[config.mk]
export PLATFORM = sky130hd
export DESIGN_NAME = keyUnlockCtrl
export DESIGN_NICKNAME = d
export VERILOG_FILES = /design/src/rtl/keyUnlockPkg.sv /design/src/rtl/keyUnlockDecode.sv /design/src/rtl/keyUnlockSeq.sv /design/src/rtl/keyUnlockBank.sv /design/src/rtl/keyUnlockCtrl.sv
export SDC_FILE = /design/constraint.sdc
export NUM_CORES = 1
export LEC_CHECK = 0
export CAP_MARGIN = 20
export CORE_MARGIN = 5
export CORE_UTILIZATION = 26
export CTS_CLUSTER_SIZE = 14
export DETAILED_ROUTE_END_ITERATION = 8
export DONT_BUFFER_PORTS = 1
export GPL_TIMING_DRIVEN = 0
export RECOVER_POWER = 100
export SYNTH_ARGS = -nofsm -noshare
export SYNTH_HDL_FRONTEND = slang
export SYNTH_SLANG_ARGS = --single-unit
[constraint.sdc]
create_clock -name clk -period 1.42 [get_ports clk]
set_input_delay 0.071 -clock clk [delete_from_list [all_inputs] [get_ports clk]]
set_output_delay 0.071 -clock clk [all_outputs]
set_load 0.02 [all_outputs]
[src/rtl/keyUnlockPkg.sv]
package keyUnlockPkg;

  localparam int NUM_LOCKS = 2;
  localparam int LOCK_MAIN = 0;
  localparam int LOCK_OPT  = 1;

  typedef enum logic [1:0] {
    SEQ_WAIT1  = 2'd0,
    SEQ_WAIT2  = 2'd1,
    SEQ_OPEN   = 2'd2,
    SEQ_FROZEN = 2'd3
  } seqState_t;

  // Per-guard strobes from the decoder to the sequencers.
  typedef struct packed {
    logic keyWr;     // key write aimed at this guard
    logic firstOk;   // value equals first key and gate allows
    logic secondOk;  // value equals second key and gate allows
    logic relock;    // software request to close the guard
  } lockStrobe_t;

endpackage

[src/rtl/keyUnlockDecode.sv]
module keyUnlockDecode
  import keyUnlockPkg::*;
#(
  parameter int ADDR_W = 4,
  parameter int DATA_W = 32,
  parameter logic [ADDR_W-1:0] KEY_ADDR = 4'h2,
  parameter logic [ADDR_W-1:0] OPTKEY_ADDR = 4'h3,
  parameter logic [ADDR_W-1:0] CTRL_ADDR = 4'h5,
  parameter int MAIN_LOCK_BIT = 31,
  parameter int OPT_LOCK_BIT = 30,
  parameter logic [DATA_W-1:0] MAIN_KEY1 = 32'h4567_0123,
  parameter logic [DATA_W-1:0] MAIN_KEY2 = 32'hCDEF_89AB,
  parameter logic [DATA_W-1:0] OPT_KEY1 = 32'h0819_2A3B,
  parameter logic [DATA_W-1:0] OPT_KEY2 = 32'h4C5D_6E7F
) (
  input  logic                         busWrEn,
  input  logic [ADDR_W-1:0]            busAddr,
  input  logic [DATA_W-1:0]            busWrData,
  input  logic                         mainLocked,
  output lockStrobe_t [NUM_LOCKS-1:0]  strobes
);

  logic ctrlHit;
  assign ctrlHit = busWrEn && (busAddr == CTRL_ADDR);

  for (genvar gv = 0; gv < NUM_LOCKS; gv++) begin : g_lock
    localparam bit IS_OPT = (gv == LOCK_OPT);
    localparam logic [ADDR_W-1:0] MY_ADDR = IS_OPT ? OPTKEY_ADDR : KEY_ADDR;
    localparam logic [DATA_W-1:0] MY_KEY1 = IS_OPT ? OPT_KEY1 : MAIN_KEY1;
    localparam logic [DATA_W-1:0] MY_KEY2 = IS_OPT ? OPT_KEY2 : MAIN_KEY2;
    localparam int MY_BIT = IS_OPT ? OPT_LOCK_BIT : MAIN_LOCK_BIT;

    logic gateOk;
    // The option sequence is accepted only behind an open main guard.
    assign gateOk = IS_OPT ? !mainLocked : 1'b1;

    always_comb begin
      strobes[gv].keyWr    = busWrEn && (busAddr == MY_ADDR);
      strobes[gv].firstOk  = gateOk && (busWrData == MY_KEY1);
      strobes[gv].secondOk = gateOk && (busWrData == MY_KEY2);
      strobes[gv].relock   = ctrlHit && busWrData[MY_BIT];
    end
  end

endmodule

[src/rtl/keyUnlockSeq.sv]
module keyUnlockSeq
  import keyUnlockPkg::*;
(
  input  logic        clk,
  input  logic        rstN,
  input  lockStrobe_t strobe,
  output logic        locked,
  output logic        frozen
);

  seqState_t state, stateNxt;

  always_comb begin
    stateNxt = state;
    if (strobe.keyWr) begin
      unique case (state)
        SEQ_WAIT1: stateNxt = strobe.firstOk  ? SEQ_WAIT2 : SEQ_FROZEN;
        SEQ_WAIT2: stateNxt = strobe.secondOk ? SEQ_OPEN  : SEQ_FROZEN;
        default:   stateNxt = SEQ_FROZEN;
      endcase
    end else if (strobe.relock && state != SEQ_FROZEN) begin
      stateNxt = SEQ_WAIT1;
    end
  end

  always_ff @(posedge clk or negedge rstN) begin
    if (!rstN) state <= SEQ_WAIT1;
    else       state <= stateNxt;
  end

  assign locked = (state != SEQ_OPEN);
  assign frozen = (state == SEQ_FROZEN);

endmodule

[src/rtl/keyUnlockBank.sv]
module keyUnlockBank
  import keyUnlockPkg::*;
(
  input  logic                        clk,
  input  logic                        rstN,
  input  lockStrobe_t [NUM_LOCKS-1:0] strobes,
  output logic [NUM_LOCKS-1:0]        lockedVec,
  output logic [NUM_LOCKS-1:0]        frozenVec,
  output logic                        ctrlWrAllow,
  output logic                        optWrAllow
);

  for (genvar gv = 0; gv < NUM_LOCKS; gv++) begin : g_seq
    keyUnlockSeq u_seq (
      .clk    (clk),
      .rstN   (rstN),
      .strobe (strobes[gv]),
      .locked (lockedVec[gv]),
      .frozen (frozenVec[gv])
    );
  end

  assign ctrlWrAllow = !lockedVec[LOCK_MAIN];
  assign optWrAllow  = !lockedVec[LOCK_MAIN] && !lockedVec[LOCK_OPT];

endmodule

[src/rtl/keyUnlockCtrl.sv]
module keyUnlockCtrl
  import keyUnlockPkg::*;
#(
  parameter int ADDR_W = 4,
  parameter int DATA_W = 32,
  parameter logic [ADDR_W-1:0] KEY_ADDR = 4'h2,
  parameter logic [ADDR_W-1:0] OPTKEY_ADDR = 4'h3,
  parameter logic [ADDR_W-1:0] CTRL_ADDR = 4'h5,
  parameter int MAIN_LOCK_BIT = 31,
  parameter int OPT_LOCK_BIT = 30,
  parameter logic [DATA_W-1:0] MAIN_KEY1 = 32'h4567_0123,
  parameter logic [DATA_W-1:0] MAIN_KEY2 = 32'hCDEF_89AB,
  parameter logic [DATA_W-1:0] OPT_KEY1 = 32'h0819_2A3B,
  parameter logic [DATA_W-1:0] OPT_KEY2 = 32'h4C5D_6E7F
) (
  input  logic              clk,
  input  logic              rstN,
  input  logic              busWrEn,
  input  logic [ADDR_W-1:0] busAddr,
  input  logic [DATA_W-1:0] busWrData,
  output logic              mainLocked,
  output logic              optLocked,
  output logic              mainFrozen,
  output logic              optFrozen,
  output logic              ctrlWrAllow,
  output logic              optWrAllow
);

  lockStrobe_t [NUM_LOCKS-1:0] strobes;
  logic [NUM_LOCKS-1:0] lockedVec;
  logic [NUM_LOCKS-1:0] frozenVec;

  keyUnlockDecode #(
    .ADDR_W(ADDR_W), .DATA_W(DATA_W),
    .KEY_ADDR(KEY_ADDR), .OPTKEY_ADDR(OPTKEY_ADDR), .CTRL_ADDR(CTRL_ADDR),
    .MAIN_LOCK_BIT(MAIN_LOCK_BIT), .OPT_LOCK_BIT(OPT_LOCK_BIT),
    .MAIN_KEY1(MAIN_KEY1), .MAIN_KEY2(MAIN_KEY2),
    .OPT_KEY1(OPT_KEY1), .OPT_KEY2(OPT_KEY2)
  ) u_decode (
    .busWrEn    (busWrEn),
    .busAddr    (busAddr),
    .busWrData  (busWrData),
    .mainLocked (lockedVec[LOCK_MAIN]),
    .strobes    (strobes)
  );

  keyUnlockBank u_bank (
    .clk         (clk),
    .rstN        (rstN),
    .strobes     (strobes),
    .lockedVec   (lockedVec),
    .frozenVec   (frozenVec),
    .ctrlWrAllow (ctrlWrAllow),
    .optWrAllow  (optWrAllow)
  );

  assign mainLocked = lockedVec[LOCK_MAIN];
  assign optLocked  = lockedVec[LOCK_OPT];
  assign mainFrozen = frozenVec[LOCK_MAIN];
  assign optFrozen  = frozenVec[LOCK_OPT];

endmodule

[Word level (Yosys, flattened, before mapping)]
Cells that the tools add are included.
Word-level totals
  register bits after elaboration: 4
  input port bits: 39
  output and inout port bits: 6
Operators by class
  equality and inequality tests: 15
  mux-type cells: 10
  reduce and logical (&&, ||, !) cells: 16
Operator list (number)
  $eq A32 B31 Y1 const B: 2
  $eq A32 B28 Y1 const B: 1
  $eq A32 B32 Y1 const B: 1
  $mux W2: 6
  $logic_and A1 B1 Y1: 10
  $eq A4 B2 Y1 const B: 2
  $ne A2 B2 Y1 const B: 4
  $pmux W2 S2: 2
  $eq A2 B1 Y1 const B: 2
  $eq A2 B2 Y1 const B: 2
  $eq A4 B3 Y1 const B: 1
  $logic_not A2 Y1: 2
  $reduce_bool A2 Y1: 2
  $logic_not A1 Y1: 2
  $mux W1: 2

[Logic depth before layout (Yosys ltp)]
Gate-level depths: netlist (run 1).
  depth in word-level cells: 6
  mapped depth: 5

[Hierarchy]
A second synthesis (run 1) with hierarchy kept.
Unflattened totals
  cells, all modules: 58
  area, all modules: 476.7 µm²
By module, submodules not included
  keyUnlockDecode: instances 1, cells an instance 36, area an instance 256.5 µm², seq. area each 0.0 µm²
  keyUnlockSeq: instances 2, cells an instance 10, area an instance 106.4 µm², seq. area each 50.0 µm²
  keyUnlockBank: instances 1, cells an instance 2, area an instance 7.5 µm², seq. area each 0.0 µm²

[Least setup slack after synthesis (run 1)]
No wires, ideal clock.
  kind: reg2reg
  start: register u_bank.g_seq[0].u_seq.state[0]
  end: register u_bank.g_seq[1].u_seq.state[1]
  setup time: 0.134 ns
  data arrival time: 1.238 ns
  setup slack: 0.049 ns
  stages on the path, launching flop included: 6
  buffers on the path: 0
  cell sequence: dfrtp_1 > nand2b_1 > inv_1 > nand4b_1 > o21ai_0 > nand3_1
Between the ends
  word-level cells in the longest chain between the ends: 6
RTL lines
  start, declared: RTL line keyUnlockSeq.sv:11  | seqState_t state, stateNxt;
  start signal, assigned: RTL line keyUnlockSeq.sv:28  | else state <= stateNxt;
  $ne A2 B2 Y1: RTL line keyUnlockSeq.sv:31  | assign locked = (state != SEQ_OPEN);
  named net mainLocked: RTL line keyUnlockCtrl.sv:21  | output logic mainLocked,
  $logic_not A1 Y1
  named net ctrlWrAllow: RTL line keyUnlockCtrl.sv:25  | output logic ctrlWrAllow,
  $logic_and A1 B1 Y1: RTL line keyUnlockDecode.sv:39  | strobes[gv].firstOk = gateOk && (busWrData == MY_KEY1);
  $mux W2: RTL line keyUnlockSeq.sv:17  | SEQ_WAIT1: stateNxt = strobe.firstOk ? SEQ_WAIT2 : SEQ_FROZEN;
  $pmux W2 S2: RTL line keyUnlockSeq.sv:16  | unique case (state)
  $mux W2: RTL line keyUnlockSeq.sv:15  | if (strobe.keyWr) begin
  end signal, assigned: RTL line keyUnlockSeq.sv:28
  end, declared: RTL line keyUnlockSeq.sv:11
The timed path passes the listed nets, and every way through them passes these cells.
A chain may end at the register's enable or synchronous reset.

[Worst setup path in the final report (run 1)]
Ends and elaborated chain as after synthesis.

==> summary.txt, run 1 <==
Cells and area
  – Reg area: 100 µm²
  – Max reg flops: 4
  – Area growth syn-to-layout: 17.8%
  – Biggest registers after layout: u_bank.g_seq.u_seq.state (4)
  – ANT cells: 0
  – Top reg by flops: u_bank.g_seq.u_seq.state
  – Multi-input gate area: 378 µm²
  – # nets final: 101
  – Post-Layout Cell Count: 85
  – Final Core Density: 31.9%
  – Ratio of cells with drive above 1 in the final layout: 21.7%
  – Finished Cell Area: 546 µm²
  – # fillers: 191

Critical path
  – WP data required: 1.51 ns
  – CP max stage cell: dfrtp_1
  – Slowest Stage Delay on Critical Path: 0.43 ns
  – Worst Path Arrival: 1.48 ns
  – Worst-path maximum fanout: 5
  – Worst path cell trace: nand2b_2 -> inv_2 -> nand4b_1 -> o21ai_2 -> nand3_1
  – CP Launch Type: flop
  – Worst Setup Path Type: reg2reg
  – Element type at the critical path end: flop

Drt
  – Pre-antenna DRT Iters: 4
  – Final Routed Wirelength: 1450 µm
  – Vias per cell: 5.61
  – Vias: 477
  – Remaining DRCs: 0
  – Post-DRT Antenna Nets: 0
  – Initial drt markers: 9
  – Wire per inst: 17.0 µm

GRT
  – Antenna violations before repair: 0
  – Gr usage total: 11.0%
  – Total grt overflow: 0
  – Largest net degree at the start of global routing: 6
  – Vias in the first global route: 540
  – First-pass GRT wire length: 2240 µm

Yosys
  – Distinct cells, synth: 26
  – Complex-gate fraction of the synthesized area: 9.73%
  – Main combinational cell family by area after synthesis: simple AND/OR/NAND/NOR gates
  – Mux cell area share after synthesis: 0%
  – Post-synthesis sequential area ratio: 21.6%
  – Seq cells post-synth: 4
  – Mapped Cells: 56
  – Synthesized Nets: 95
  – Adder-Cell Fraction of Synth Area: 0%
  – Synth Area per Inst: 8.27 µm²
  – Post-Syn Area: 463 µm²
  – Synthesis Warnings: 0
  – XOR/XNOR share of the synthesized area: 0%
  – Post-Synth Simple-Gate Area: 67.8%

Clock tree
  – CTS clock-pin slew for the worst setup and hold paths: 0.04 ns
  – Post-CTS setup buffers: 0
  – H-tree depth: 1
  – Worst skew pair latency: 0.23 ns
  – # clock sinks: 4
  – CTS Buffer Depth: 2
  – Clock root buffer: clkbuf_4
  – TritonCTS clock tree: yes
  – Inserted Clock Buffers: 3

Timing
  – Final Max Slew Viols: 0
  – Final Hold Fails: 0
  – Worst-Margin Slew: 0.376 ns
  – Fmax: 721 MHz
  – Relative slew margins: 74.9%
  – Hold WS: 0.00462 ns
  – RSZ-0062 raised after global routing: yes
  – Tmin final: 1.39 ns
  – Skew final: 0.00402 ns
  – Setup TNS Final: 0 ns
  – Fin crit share: 97.7%
  – Final setup vio count: 0

Placement
  – Gpl congestion: 0.868
  – Port Buffers: 0
  – # placed instances: 81
  – HPWL Detailed: 1230 µm
  – Placed Area: 494 µm²

Die
  – Die Y-Extent: 52.2 µm
  – Initial Util: 27.1%
  – Rows: 15
  – I/O pin cnt: 45
  – Die area: 2720 µm²
  – Chip width: 52.2 µm
  – Core area: 1710 µm²

Pwr
  – Sw frac: 38.3%
  – Internal power: 310 µW
  – Switching pwr: 192 µW
  – Part of the power in registers: 37.0%
  – Clock share of power: 26.9%
  – Max rail drop VDD: 390 µV
  – Pwr dens: 921 nW/µm²
  – Static Leak: 0.000170 µW
  – Logic pwr share: 36.0%

Status
  – Run status: complete, no violations

Hold path
  – HP Class: in2reg

Flow run
  – Total of max-cap violations: 0
cell type report:
cell class / instances / area share (%)
Tap cell: 25 / 5.73
Clock buffer: 3 / 4.13
Inverter: 1 / 0.688
Timing Repair Buffer: 1 / 1.83
Multi-Input combinational cell: 51 / 69.3
Sequential cell: 4 / 18.3
through the flow:
| step | setup WS, ns | power, µW |
|---|---|---|
| final | 0.0332 | 502 |
| after global routing | -0.0478 | 542 |
| after CTS | 0.00198 | 489 |
| after detailed placement | -0.173 | 337 |
| after global placement | -0.161 | 335 |
| after floorplan | 0.0486 | 305 |
worst max-delay path, delay by kind of cell, from the launching register on:
kind / cells / cell delay, ns
and+or+nand+nor: 3 / 0.51
DFF: 1 / 0.43
AOI/OAI and AO/OA: 1 / 0.17
buffers and inverters: 1 / 0.15
cells in the mapped netlist, drive strengths merged:
cell | number | area, µm²
and3 | 2 | 12.5
nand2b | 3 | 18.8
nand2 | 3 | 11.3
nand4b | 6 | 52.6
a21boi | 1 | 7.51
nor2b | 1 | 6.26
nor2 | 4 | 15.0
o21ai | 2 | 10.0
dfrtp | 4 | 100
nand4 | 1 | 6.26
or3 | 2 | 12.5
o31ai | 1 | 7.51
nor3 | 2 | 10.0
nor4b | 2 | 23.8
and4bb | 1 | 12.5
a221o | 2 | 20.0
nor4bb | 1 | 10.0
and4b | 1 | 10.0
nor4 | 4 | 40.0
and4 | 2 | 17.5
and2 | 2 | 12.5
nand3 | 7 | 35.0
nand3b | 1 | 7.51
inv | 1 | 3.75
what timing repair did:
action	CTS	global route
pin swaps	0	0
hold endpoints to repair	4	0
resized for setup	4	6
gates cloned	0	0
hold buffers	1	0
endpoints found under the setup margin	4	5
layer usage:
metal	share of wire, %	vias up	global-route usage [%]
met2	44	30	17.6
met5	0	-	0
met3	17	0	6.84
met1	39	210	12.7
met4	0	0	1.28
li1	-	237	-
power groups by stage:
| stage | clock, µW | combinational (µW) | sequential (µW) |
|---|---|---|---|
| 2_1_floorplan | 0 | 140 | 166 |
| 3_3_place_gp | 0 | 156 | 180 |
| 3_5_place_dp | 0 | 156 | 181 |
| 4_1_cts | 141 | 166 | 182 |
| 5_1_grt | 154 | 198 | 189 |
| 6_report | 135 | 181 | 186 |
kinds of logic after synthesis:
| group | after synthesis |
|---|---|
| AOI/OAI and AO/OA | 6 |
| buffers and inverters | 1 |
| DFF | 4 |
| and+or+nand+nor | 45 |
final timing paths:
kind | from | end | slack (ns) | depth (start not counted)
min in group asynchronous | rstN | u_bank.g_seq[0].u_seq.state[0]$_DFFE_PN0P_ | 0.11 | 1
max in group asynchronous | rstN | u_bank.g_seq[1].u_seq.state[1]$_DFFE_PN0P_ | 1.14 | 1
setup / recovery | u_bank.g_seq[0].u_seq.state[0]$_DFFE_PN0P_ | u_bank.g_seq[1].u_seq.state[1]$_DFFE_PN0P_ | 0.03 | 5
hold reg to reg | u_bank.g_seq[0].u_seq.state[1]$_DFFE_PN0P_ | u_bank.g_seq[0].u_seq.state[1]$_DFFE_PN0P_ | 0.60 | 1
hold / removal | busWrData[18] | u_bank.g_seq[1].u_seq.state[1]$_DFFE_PN0P_ | 0.005 | 2
setup reg to reg | u_bank.g_seq[0].u_seq.state[0]$_DFFE_PN0P_ | u_bank.g_seq[1].u_seq.state[1]$_DFFE_PN0P_ | 0.03 | 5
cells in the final DEF, fill, tap and decap left out, types with 2 or more instances in the layout:
cell and n:
and4_1 2, and2_4 2, dfrtp_1 4, a221o_1 2, nand2_1 3, nor2_1 3, nand3_1 7, or3_1 2
nand2b_1 2, clkbuf_4 3, nor4_1 3, and3_1 2, nand4b_1 6
Note: power is estimated with default switching activity, not from simulation.
==> inputs of run 2 (changes only) <==
SKIP_CTS_REPAIR_TIMING = 1   (was not set)
clock period = 1.45 ns   (was 1.42 ns; I/O delays follow)
==> run 2 against run 1 <==
Against the previous run: first-iteration DRC count unchanged; flip-flop and latch count unchanged; wire length about the same; non-clock buffer count unchanged; clock-buffer cell count unchanged; combinational power decreased by 4%; largest cell class unchanged; via count decreased by 0.21%; register-to-register slack improved by 0.04 ns; hold slack improved by 0.0015 ns.
==> summary.txt, run 2 (synthesis results as in run 1) <==
GRT
  – M2 GR Usage: 17.6% (unchanged)
  – Gr usage total: 11.0% (unchanged)
  – Met3 usage: 6.84% (unchanged)
  – Antenna violations before repair: 0 (unchanged)
  – Vias in the first global route: 540 (unchanged)
  – Total grt overflow: 0 (unchanged)
  – Largest net degree at the start of global routing: 6 (unchanged)
  – Busiest grt layer: met2
  – Met1 usage in global routing: 12.7% (unchanged)
  – First-pass GRT wire length: 2240 µm (unchanged)

Clock tree
  – # clock sinks: 4 (unchanged)
  – Worst skew pair latency: 0.23 ns (about the same)
  – TritonCTS clock tree: yes
  – Inserted Clock Buffers: 3 (unchanged)
  – Clock root buffer: clkbuf_4
  – CTS Buffer Depth: 2 (unchanged)
  – CTS clock-pin slew for the worst setup and hold paths: 0.04 ns (about the same)
  – H-tree depth: 1 (unchanged)

Timing
  – Tmin final: 1.38 ns (-0.00885 ns)
  – Final Hold Fails: 0 (unchanged)
  – Final Max Slew Viols: 0 (unchanged)
  – Fin crit share: 95.0% (-2.6 points)
  – Setup TNS Final: 0 ns (unchanged)
  – Worst-Margin Slew: 0.378 ns (+0.00230 ns)
  – Setup slack after layout: 0.0721 ns (+0.0389 ns)
  – Skew final: 0.00402 ns (+0.0000000100 ns)
  – Relative slew margins: 74.7% (-0.18 points)
  – Fmax: 726 MHz (+0.64%)
  – Final setup vio count: 0 (unchanged)

Drt
  – Vias per cell: 5.60 (-0.21%)
  – Remaining DRCs: 0 (unchanged)
  – Pre-antenna DRT Iters: 4 (unchanged)
  – Wire per inst: 17.0 µm (about the same)
  – Initial drt markers: 9 (unchanged)
  – Final Routed Wirelength: 1450 µm (about the same)
  – Vias: 476 (-0.21%)
  – Post-DRT Antenna Nets: 0 (unchanged)

Cells and area
  – Commonest non-fill, non-tap cell in the layout: nand3_1
  – Ratio of cells with drive above 1 in the final layout: 20.0% (-1.7 points)
  – Top reg by flops: u_bank.g_seq.u_seq.state
  – # nets final: 101 (unchanged)
  – Area growth syn-to-layout: 17.3%
  – Max reg flops: 4 (unchanged)
  – ANT cells: 0 (unchanged)
  – # fillers: 190 (-0.52%)
  – Commonest non-fill, non-tap cells in the layout: 7 x nand3_1, 6 x nand4b_1, 4 x nor2_1, 4 x dfrtp_1
  – Post-Layout Cell Count: 85 (unchanged)
  – Biggest registers after layout: u_bank.g_seq.u_seq.state (4)
  – Finished Cell Area: 543 µm² (-0.46%)

Critical path
  – Worst Setup Path Type: reg2reg
  – R2R Path Start: u_bank.g_seq[0].u_seq.state[0]$_DFFE_PN0P_
  – CP Launch Type: flop
  – WP data required: 1.54 ns (+0.03 ns)
  – Element type at the critical path end: flop
  – Worst Path Arrival: 1.47 ns (about the same)
  – Worst-path maximum fanout: 5 (unchanged)
  – Worst Setup SP: u_bank.g_seq[0].u_seq.state[0]$_DFFE_PN0P_

Hold path
  – HP Class: in2reg
  – Hold Startpoint: busWrData[18]

Placement
  – HPWL Detailed: 1230 µm (unchanged)
  – Gpl congestion: 0.868 (unchanged)
  – Place WS: -0.143 ns (+0.0300 ns)
  – Port Buffers: 0 (unchanged)
  – Placed Area: 494 µm² (unchanged)
  – # placed instances: 81 (unchanged)

Die
  – I/O pin cnt: 45 (unchanged)
  – Die area: 2720 µm² (unchanged)
  – Rows: 15 (unchanged)
  – Chip width: 52.2 µm (unchanged)
  – Core area: 1710 µm² (unchanged)
  – Initial Util: 27.1% (unchanged)
  – Die Y-Extent: 52.2 µm (unchanged)

Pwr
  – Pwr Total: 489 µW (-2.7%)
  – Max rail drop VDD: 381 µV (-2.4%)
  – Static Leak: 0.000170 µW (+0.11%)
  – Pwr dens: 900 nW/µm² (-2.2%)

Flow run
  – Total of max-cap violations: 0 (unchanged)

Status
  – Run status: complete, no violations
[run 2: cell counts in the layout (fill, tap and decap cells not counted)]
No cell type changed its count.
[run 2: final timing paths]
check / slack (ns) / to / cells past startpoint
max: 0.07 / u_bank.g_seq[1].u_seq.state[1]$_DFFE_PN0P_ / 5
min reg2reg: 0.60 / u_bank.g_seq[0].u_seq.state[1]$_DFFE_PN0P_ / 1
min in group asynchronous: 0.11 / u_bank.g_seq[0].u_seq.state[0]$_DFFE_PN0P_ / 1
max reg2reg: 0.07 / u_bank.g_seq[1].u_seq.state[1]$_DFFE_PN0P_ / 5
min: 0.006 / u_bank.g_seq[1].u_seq.state[1]$_DFFE_PN0P_ / 2
max in group asynchronous: 1.17 / u_bank.g_seq[1].u_seq.state[1]$_DFFE_PN0P_ / 1
[run 2: layer usage]
metal  wire length [µm]  up-vias
met2                640       30
met5                  0        -
met4                  0        0
met3                242        0
met1                563      209
li1                   -      237
[run 2: where the power goes]
part | total [µW] | leakage [µW] | internal [µW] | switching, µW
Combinational | 174 | 0.000110 | 70.4 | 104
Sequential | 182 | 0.0000457 | 140 | 41.9
Clock | 132 | 0.0000138 | 92.2 | 40.2
Total | 489 | 0.000170 | 303 | 186
[run 2: worst max-delay path, stage by stage, from the launching register on]
cell,delay (ns)
dfrtp_1,0.43
nand2b_2,0.28
inv_2,0.15
nand4b_1,0.13
o21ai_2,0.17
nand3_1,0.09
[run 2: through the flow]
step	utilization, %	hold slack, ns
5_1_grt	31.8	0.0150
4_1_cts	30.3	-0.469
3_5_place_dp	28.9	-0.223
6_report	31.8	0.00612
3_3_place_gp	28.9	-0.223
2_1_floorplan	-	-0.223
[run 2: cell type report]
class                   instances  area (µm²)  share of cell area [%]
multi-input cells              51         375                    69.1
flip-flops and latches          4         100                    18.4
well taps                      25        31.3                    5.76
clock buffers                   3        22.5                    4.15
repair buffers                  1        10.0                    1.84
inverters                       1        3.75                   0.691
==> inputs of run 3 (changes only) <==
ABC_AREA = 1   (was not set)
RECOVER_POWER = not set   (was 100)
==> run 3 against run 2 <==
Against the previous run: maximum frequency up 6.8%; critical path depth down 2; synthesized area is 58% higher; flip-flop and latch count did not move; wire length is 30% higher; non-clock buffer count did not move; register-to-register slack better by 0.17 ns; clock-buffer cell count did not move; power grew 2.4%; synthesized cell count increased to 2.8 times the previous value; clock skew is 0.0021 ns lower; largest power group is now combinational logic.
==> summary.txt, run 3 <==
Drt
  – Vias: 806 (+69%)
  – Vias per cell: 4.18 (-25%)
  – Wire per inst: 9.74 µm (-43%)
  – Initial drt markers: 31 (+22)
  – Final Routed Wirelength: 1880 µm (+30%)
  – Remaining DRCs: 0 (unchanged)
  – Post-DRT Antenna Nets: 0 (unchanged)
  – Pre-antenna DRT Iters: 4 (unchanged)

Cells and area
  – Biggest registers after layout: u_bank.g_seq.u_seq.state (4)
  – Area growth syn-to-layout: 9.78%
  – Post-Layout Cell Count: 193 (+130%)
  – Commonest non-fill, non-tap cells in the layout: 57 x nand2_1, 38 x nor2_1, 32 x inv_1, 12 x nand3_1
  – Commonest non-fill, non-tap cell in the layout: nand2_1
  – Ratio of cells with drive above 1 in the final layout: 6.17% (-14 points)
  – Final Core Density: 29.3% (-2.5 points)
  – Top reg by flops: u_bank.g_seq.u_seq.state
  – ANT cells: 0 (unchanged)
  – # nets final: 203 (+100%)
  – Max reg flops: 4 (unchanged)

Placement
  – # placed instances: 189 (+130%)
  – Place WS: 0.213 ns (+0.356 ns)
  – Gpl congestion: 0.756 (-13%)
  – Port Buffers: 0 (unchanged)
  – HPWL Detailed: 1760 µm (+43%)

Hold path
  – HP Class: in2reg
  – Number of cells on the worst hold path: 3 (+1)

Critical path
  – WP data required: 1.38 ns (-0.16 ns)
  – Worst-path maximum fanout: 4 (-1)
  – Worst Setup Path Type: reg2out
  – Element type at the critical path end: output port
  – Reg2Reg Depth: 8 (+3)
  – CP Launch Type: flop
  – Worst Path Arrival: 1.22 ns (-0.25 ns)

Timing
  – Setup slack after layout: 0.159 ns (+0.0872 ns)
  – Setup TNS Final: 0 ns (unchanged)
  – Worst-Margin Slew: 0.374 ns (-0.00416 ns)
  – Final setup vio count: 0 (unchanged)
  – Skew final: 0.00194 ns (-0.00208 ns)
  – Fmax: 775 MHz (+6.8%)
  – Final Hold Fails: 0 (unchanged)
  – Fin crit share: 89.0% (-6.0 points)
  – Relative slew margins: 75.0% (+0.28 points)
  – Tmin final: 1.29 ns (-0.0872 ns)
  – RSZ-0062 raised after global routing: no
  – Final Max Slew Viols: 0 (unchanged)

Die
  – Rows: 19 (+4)
  – I/O pin cnt: 45 (unchanged)
  – Core area: 2730 µm² (+60%)
  – Initial Util: 26.7% (-0.42 points)
  – Chip width: 63.0 µm (+21%)
  – Die area: 3960 µm² (+46%)
  – Die Y-Extent: 63.0 µm (+21%)

Yosys
  – EDFF count, synth: 0 (unchanged)
  – Synth top area share: 29.3% (+7.7 points)
  – Post-Syn Area: 729 µm² (+58%)
  – Synthesized Nets: 197 (+110%)
  – Synth Area per Inst: 4.62 µm² (-44%)
  – Synthesis Warnings: 0 (unchanged)
  – Most frequent cell after synthesis: nand2_1
  – Mapped Cells: 158 (+180%)
  – Post-synthesis sequential area ratio: 13.7% (-7.9 points)
  – Synth top cells by count: 57 x nand2_1, 38 x nor2_1, 32 x inv_1
  – Largest area contributor in the netlist: nand2_1
  – Top cells by area, synth: nand2_1 29%, nor2_1 20%, inv_1 16%
  – Ys flop type: dfrtp_1
  – Ys async rst share: 100% (unchanged)
  – Distinct cells, synth: 14 (-46%)
  – Seq cells post-synth: 4 (unchanged)

Clock tree
  – CTS Buffer Depth: 2 (unchanged)
  – H-tree depth: 1 (unchanged)
  – Clock root buffer: clkbuf_4
  – TritonCTS clock tree: yes
  – Inserted Clock Buffers: 3 (unchanged)
  – Worst skew pair latency: 0.23 ns (about the same)
  – CTS clock-pin slew for the worst setup and hold paths: 0.04 ns (about the same)
  – # clock sinks: 4 (unchanged)

Pwr
  – Pwr dens: 625 nW/µm² (-31%)
  – Max rail drop VDD: 373 µV (-2.1%)
  – Pwr Total: 500 µW (+2.4%)
  – Static Leak: 0.000448 µW (+160%)

GRT
  – First-pass GRT wire length: 3150 µm (+41%)
  – Vias in the first global route: 790 (+46%)
  – Largest net degree at the start of global routing: 6 (unchanged)
  – Total grt overflow: 0 (unchanged)
  – Antenna violations before repair: 0 (unchanged)
  – Gr usage total: 9.51% (-1.4 points)

Status
  – Run status: complete, no violations

Flow run
  – Total of max-cap violations: 0 (unchanged)
==> run 3: cell types whose count changed in the layout (fill, tap and decap cells not counted), moves of 3 or more <==
cell      previous run  this run
inv_2                1         4
nor2_1               4        38
nand2_1              3        57
nand3_1              7        12
inv_1                0        32
nor4_1               3         0
nand4b_1             6         0
==> run 3: path summary, 6_finish.rpt <==
kind | from | endpoint | slack (ns)
hold reg to reg | u_bank.g_seq[1].u_seq.state[0]$_DFFE_PN0P_ | u_bank.g_seq[1].u_seq.state[0]$_DFFE_PN0P_ | 0.57
hold / removal | busWrData[31] | u_bank.g_seq[0].u_seq.state[1]$_DFFE_PN0P_ | 0.09
setup / recovery | u_bank.g_seq[1].u_seq.state[0]$_DFFE_PN0P_ | optWrAllow | 0.16
setup reg to reg | u_bank.g_seq[0].u_seq.state[0]$_DFFE_PN0P_ | u_bank.g_seq[1].u_seq.state[0]$_DFFE_PN0P_ | 0.24
min in group asynchronous | rstN | u_bank.g_seq[1].u_seq.state[1]$_DFFE_PN0P_ | 0.12
max in group asynchronous | rstN | u_bank.g_seq[0].u_seq.state[1]$_DFFE_PN0P_ | 1.17
==> run 3: area by class of cell <==
cell class                      count  area [µm²]
Clock buffer                        3        22.5
Fill cell                         322        1930
Inverter                           36         135
Multi-Input combinational cell    118         494
Sequential cell                     4         100
Tap cell                           31        38.8
Timing Repair Buffer                1        10.0
==> run 3: kinds of logic after synthesis <==
kind of cell | share of synthesized area, %
buf+inv | 18.5
flops | 13.7
simple gates | 67.8
==> run 3: worst max-delay path, stage by stage (launching register included) <==
cell	delay, ns
dfrtp_1	0.40
inv_1	0.08
nand2_1	0.16
nor2_1	0.35
==> run 3: through the flow <==
stage / hold WS (ns) / cell area (µm²)
floorplan: -0.223 / 729
global placement: -0.223 / 768
detailed placement: -0.223 / 768
CTS: -0.472 / 791
global route: 0.0949 / 801
finish: 0.0885 / 801
==> run 3: report_power, final <==
| group | internal [µW] | total (µW) | switching (µW) |
|---|---|---|---|
| Sequential | 138 | 165 | 27.3 |
| Combinational | 61.8 | 205 | 143 |
| Clock | 92.1 | 131 | 38.5 |
| Total | 292 | 500 | 209 |
==> run 3: per-layer routing <==
metal	share of wire, %	vias to the layer above	wire length, µm	track usage (%)
met5	0	-	0	0
met4	0	0	0	3.18
met3	11	0	201	4.14
met2	48	22	899	15.9
met1	41	314	780	10.7
li1	-	470	-	-
